===== config.mk =====
export PLATFORM = sky130hd
export DESIGN_NAME = irq_ctrl8
export DESIGN_NICKNAME = d
export VERILOG_FILES = /design/src/rtl/irq_ctrl8.sv
export SDC_FILE = /design/constraint.sdc
export NUM_CORES = 1
export LEC_CHECK = 0
export BUFFER_PORTS_ARGS = -buffer_cell sky130_fd_sc_hd__buf_2
export CAP_MARGIN = 20
export CORE_AREA = 8 8 120 122
export CTS_CLUSTER_SIZE = 20
export DETAILED_ROUTE_END_ITERATION = 10
export DIE_AREA = 0 0 128 130
export SLEW_MARGIN = 15
export SYNTH_ARGS = -nofsm -noshare
export SYNTH_HDL_FRONTEND = slang
export SYNTH_SLANG_ARGS = --single-unit

===== constraint.sdc =====
create_clock -name clk -period 7.95 [get_ports clk]
set_input_delay 1.1925 -clock clk [delete_from_list [all_inputs] [get_ports clk]]
set_output_delay 1.1925 -clock clk [all_outputs]
set_load 0.01 [all_outputs]

===== src/rtl/irq_ctrl8.sv =====
module irq_ctrl8 (
  input  logic       clk,
  input  logic       rst_n,
  input  logic       addr,
  input  logic [7:0] wdata,
  input  logic       wr,
  input  logic       rd,
  output logic [7:0] rdata,
  input  logic [7:0] irq_in,
  input  logic       inta,
  output logic       int_out,
  output logic [7:0] vector
);

  typedef enum logic [1:0] {S_RUN, S_W2, S_W3, S_W4} seq_t;

  seq_t       seq;
  logic       cfg_done, level_mode, single, need4, aeoi, smm, read_isr, poll_armed;
  logic [4:0] base;
  logic [2:0] low_lvl;
  logic [7:0] irr, isr, imr, prev;

  function automatic logic [2:0] rank(input logic [2:0] n, input logic [2:0] low);
    return n - low - 3'd1;
  endfunction

  wire run      = (seq == S_RUN) && cfg_done;
  wire wr0      = wr && !addr;
  wire wr1      = wr && addr;
  wire start_w  = wr0 && wdata[4];
  wire cmd_w    = wr0 && !wdata[4] && !wdata[3] && run;
  wire ctl_w    = wr0 && !wdata[4] && wdata[3] && run;
  wire poll_rd  = rd && !addr && poll_armed && run;

  logic [7:0] req, elig;
  logic       req_hit, isr_hit, win_valid;
  logic [2:0] req_lvl, isr_lvl;

  always_comb begin
    req     = irr & ~imr;
    elig    = smm ? (req & ~isr) : req;
    req_hit = 1'b0;
    req_lvl = 3'd0;
    isr_hit = 1'b0;
    isr_lvl = 3'd0;
    for (int k = 7; k >= 0; k--) begin
      logic [2:0] idx;
      idx = low_lvl + 3'd1 + 3'(k);
      if (elig[idx]) begin
        req_hit = 1'b1;
        req_lvl = idx;
      end
      if (isr[idx]) begin
        isr_hit = 1'b1;
        isr_lvl = idx;
      end
    end
  end

  assign win_valid = req_hit && (smm || !isr_hit || rank(req_lvl, low_lvl) < rank(isr_lvl, low_lvl));
  assign int_out   = cfg_done && win_valid;

  wire        do_ack   = (inta || poll_rd) && cfg_done;
  wire [7:0]  ack_mask = (do_ack && win_valid) ? (8'h01 << req_lvl) : 8'h00;

  wire        eoi      = cmd_w && wdata[5];
  wire [2:0]  eoi_lvl  = wdata[6] ? wdata[2:0] : isr_lvl;
  wire        eoi_do   = eoi && (wdata[6] || isr_hit);
  wire [7:0]  eoi_mask = eoi_do ? (8'h01 << eoi_lvl) : 8'h00;

  always_comb begin
    if (addr)
      rdata = imr;
    else if (poll_armed)
      rdata = {win_valid, 4'b0000, win_valid ? req_lvl : 3'd0};
    else
      rdata = read_isr ? isr : irr;
  end

  always_ff @(posedge clk or negedge rst_n) begin
    if (!rst_n) begin
      seq        <= S_RUN;
      cfg_done   <= 1'b0;
      level_mode <= 1'b0;
      single     <= 1'b1;
      need4      <= 1'b0;
      aeoi       <= 1'b0;
      smm        <= 1'b0;
      read_isr   <= 1'b0;
      poll_armed <= 1'b0;
      base       <= 5'd0;
      low_lvl    <= 3'd7;
      irr        <= 8'h00;
      isr        <= 8'h00;
      imr        <= 8'h00;
      prev       <= 8'h00;
      vector     <= 8'h00;
    end else begin
      prev <= irq_in;

      if (start_w)
        irr <= 8'h00;
      else if (level_mode)
        irr <= irq_in;
      else
        irr <= (irr & ~ack_mask) | (irq_in & ~prev);

      if (do_ack)
        vector <= {base, win_valid ? req_lvl : 3'd7};

      if (start_w) begin
        seq        <= S_W2;
        cfg_done   <= 1'b0;
        level_mode <= wdata[3];
        single     <= wdata[1];
        need4      <= wdata[0];
        aeoi       <= 1'b0;
        smm        <= 1'b0;
        read_isr   <= 1'b0;
        poll_armed <= 1'b0;
        low_lvl    <= 3'd7;
        isr        <= 8'h00;
        imr        <= 8'h00;
      end else begin
        isr <= (isr & ~eoi_mask) | (aeoi ? 8'h00 : ack_mask);

        if (eoi_do && wdata[7])
          low_lvl <= eoi_lvl;
        else if (cmd_w && !wdata[5] && wdata[7] && wdata[6])
          low_lvl <= wdata[2:0];

        if (poll_rd)
          poll_armed <= 1'b0;
        if (ctl_w) begin
          poll_armed <= wdata[2];
          if (wdata[1]) read_isr <= wdata[0];
          if (wdata[6]) smm <= wdata[5];
        end

        if (wr1) begin
          case (seq)
            S_W2: begin
              base <= wdata[7:3];
              if (!single) seq <= S_W3;
              else if (need4) seq <= S_W4;
              else begin
                seq      <= S_RUN;
                cfg_done <= 1'b1;
              end
            end
            S_W3: begin
              if (need4) seq <= S_W4;
              else begin
                seq      <= S_RUN;
                cfg_done <= 1'b1;
              end
            end
            S_W4: begin
              aeoi     <= wdata[1];
              seq      <= S_RUN;
              cfg_done <= 1'b1;
            end
            default: if (cfg_done) imr <= wdata;
          endcase
        end
      end
    end
  end

endmodule


==> impl_metrics.csv <==
group,metric,value,unit
run_status,status,"finished, final reports clean",
floorplanning,die_area,16640,sq um
cts,cts_buffers,9,
power_and_ir_drop,power_frac_comb,57.7,%
cells_and_area,finish.net_count,625,
yosys,async_flop_share,100.0,%
yosys,ys_seq_area_share,29.98,%
sta,hold_ws,0.4859,ns
cts,holdBufCountCts,0,
cts,post_cts_buffers,0,
cts,clock_path_buffers,2,
cts,htree_levels,3,
yosys,synth_top_family_by_area,"simple AND/OR/NAND/NOR gates",
sta,max_freq,142.7,MHz
worst_setup_path,critical_path.startpoint_type,"flip-flop",
yosys,synthMostInstantiatedCell,"nand2_1",
cts,cts_resized,0,
power_and_ir_drop,power_density,379.0,nW/um^2
cts,insertion_delay,0.33,ns
routing,drc,0,
power_and_ir_drop,internal_power,1.124,mW
sta,timing.final.hold_violations,0,
global_route,gr-total-overflow,0,
run,drv_cap,0,
routing,drt_first_pass_iters,7,
routing,dr_total_vias,4734,
worst_setup_path,r2r_slack,2.16,ns
yosys,synth_area_leaders,"dfrtp_1 (28%), nand2_1 (6.7%), mux4_2 (4.6%)",
yosys,ys_seq_elements,58,
worst_setup_path,critPathMaxFanout,22,
sta,max_slew_margin,34.94,%
floorplanning,coreArea,12410,sq um
cts,clock_sinks,58,
global_route,antenna_found_initial,0,
cells_and_area,areaGrowthSynthToFinish,12.64,%
floorplanning,rows,41,
floorplanning,chipHeight,130,um
yosys,synth_nets,598,
sta,post-route-period-util,88.13,%
cells_and_area,seq_area,1456,sq um
sta,rsz0062_at_grt,"false",
global_route,first_global_vias,4567,
power_and_ir_drop,swShare,45.81,%
yosys,synth_warnings,0,
floorplanning,initial_utilization,39.14,%
worst_setup_path,cp_data_arrival_time,5.81,ns
floorplanning,chipWidth,128,um
worst_setup_path,endpoint_kind,"output pin",
place,globalplace.congestion,0.9566,
sta,drv_slew,0,
place,dp_hpwl,11.75,mm
sta,skew,0.004948,ns
routing,ant_nets,0,
yosys,synth_top_area_share,27.81,%
routing,viasPerCell,6.164,
power_and_ir_drop,vdd_drop_max,0.0001925,V
global_route,grt_max_degree,59,
worst_setup_path,critical_path_class,"flip-flop to output pin",
yosys,synthMuxAreaShare,15.66,%
cts,root_buffer,"clkbuf_16",
global_route,grt_pass1_wl,25.14,mm
power_and_ir_drop,p_leak,2.327,nW
cts,clk_pin_slew,0.05,ns
place,pre_cts_ws,1.324,ns
cells_and_area,multi_input_area,3164,sq um
routing,drt-total-wl,15.76,mm
power_and_ir_drop,power_frac_clock,18.4,%
sta,setup_viol,0,
cells_and_area,diodes,0,
place,io_buffers,38,
yosys,synthFlopType,"dfrtp_1",
sta,tightest_slew,0.9759,ns
power_and_ir_drop,p_switching,0.9501,mW
sta,timing.setup.tns,0,ns
yosys,synth_commonest_cells,"nand2_1 (87), dfrtp_1 (54), nand3_1 (36), a21oi_1 (35), nor2_1 (34)",
global_route,track_usage,19.49,%
worst_setup_path,required,6.76,ns
yosys,syn_area,4858,sq um
sta,final.min_clock_period,7.006,ns
yosys,synth_cell_type_count,75,
yosys,synth-compound-area-share,20.89,%
yosys,synth-edff-count,0,
routing,wire_per_inst,20.53,um
yosys,syn_inst,564,
sta,layout_setup_ws,0.9439,ns
cells_and_area,fill_cells,1242,
yosys,synth_top_cell_by_area,"dfrtp_1",
yosys,yosys.area_share.simple,22.61,%
floorplanning,num_io_pins,39,
yosys,synthAdderAreaFrac,3.399,%
routing,drt_iter0_markers,604,
yosys,synth_xor_area_share,2.575,%
power_and_ir_drop,p_seq_share,23.9,%
cells_and_area,drive_above_1_share,18.46,%
worst_hold_path,holdCritPathClass,"flip-flop to flip-flop",
cts,cts_tree,"built",
yosys,syn_avg_cell_area,8.614,sq um
[registers in the layout, summed over array words and instances, names as in the netlist]
| name | cells |
|---|---|
| base | 5 |
| prev | 8 |
| read_isr | 1 |
| single | 1 |
| isr | 8 |
| poll_armed | 1 |
| seq | 2 |
| imr | 8 |
| low_lvl | 3 |
| irr | 8 |
| aeoi | 1 |
| vector | 8 |
| need4 | 1 |
| level_mode | 1 |
| smm | 1 |
| cfg_done | 1 |
[per-stage QoR]
step	cells	util, %	power (mW)	area, sq um
after global placement	752	41.70	1.660	5176
final	768	44.08	2.074	5473
after global routing	768	44.08	2.219	5473
after CTS	768	44.08	2.059	5473
after detailed placement	752	41.70	1.669	5176
after floorplan	564	-	1.336	4858
[worst max-delay path, cell delays in order, from the launching register on]
cell	delay (ns)
dfstp_2	0.55
inv_1	0.06
ha_1	0.42
buf_4	0.28
and2_1	0.30
nand3_1	0.11
nand4_1	0.25
mux2i_1	0.48
nand2_1	0.09
o211ai_1	0.48
and2_1	0.24
inv_2	0.08
fa_1	0.41
xnor2_1	0.15
xnor2_1	0.15
ha_1	0.32
a21oi_1	0.14
nor2_1	0.05
nand2_1	0.09
o31a_1	0.23
nand2_1	0.13
o221ai_1	0.19
o21a_1	0.15
buf_2	0.13
[kinds of logic after synthesis]
| group | count (synthesis) |
|---|---|
| and+or+nand+nor | 228 |
| AOI/OAI and AO/OA | 150 |
| DFF | 58 |
| buffers and inverters | 53 |
| muxes | 52 |
| adders and majority gates | 12 |
| xor gates and xnor gates | 11 |
[final timing paths]
path	startpoint	endpoint	cells past startpoint
max	low_lvl[0]	rdata[2]	23
min	base[0]	base[0]	2
max reg2reg	low_lvl[0]	isr[5]	22
min reg2reg	base[0]	base[0]	2
max in group asynchronous	rst_n	isr[4]	2
min in group asynchronous	rst_n	seq[1]	2
[per-layer routing]
metal / vias up / wire (um) / track usage [%]
li1: 2151 / - / -
met4: 0 / 454 / 7.902
met3: 38 / 1077 / 3.754
met1: 2327 / 7066 / 26.51
met2: 218 / 7166 / 29.84
met5: - / 0 / 0
[power groups by stage]
stage                     Sequential (mW)  Combinational (mW)  Clock (mW)
after floorplan                     0.450               0.886           0
final                               0.496                1.20       0.382
after detailed placement            0.495                1.17           0
after CTS                           0.490                1.18       0.389
after global routing                0.508                1.31       0.404
after global placement              0.493                1.17           0
[layout by cell type (no fill, tap or decap), types with 17 or more instances in the layout]
cell type  netlist  routed
a21oi_1         35      35
buf_2            7      38
dfrtp_1         54      54
inv_1           20      20
mux2_2          17      17
mux2i_1         18      18
nand2_1         87      87
nand3_1         36      36
nor2_1          34      34
o21ai_0         26      26
[cell type report]
class	count	share of cell area, %
inverter	22	1.509
tap	172	3.932
multi-input combinational	453	57.82
sequential	58	26.61
timing repair buffer	47	4.710
clock buffer	11	4.435
clock inverter	5	0.9831
(Power assumes the default switching activity.)
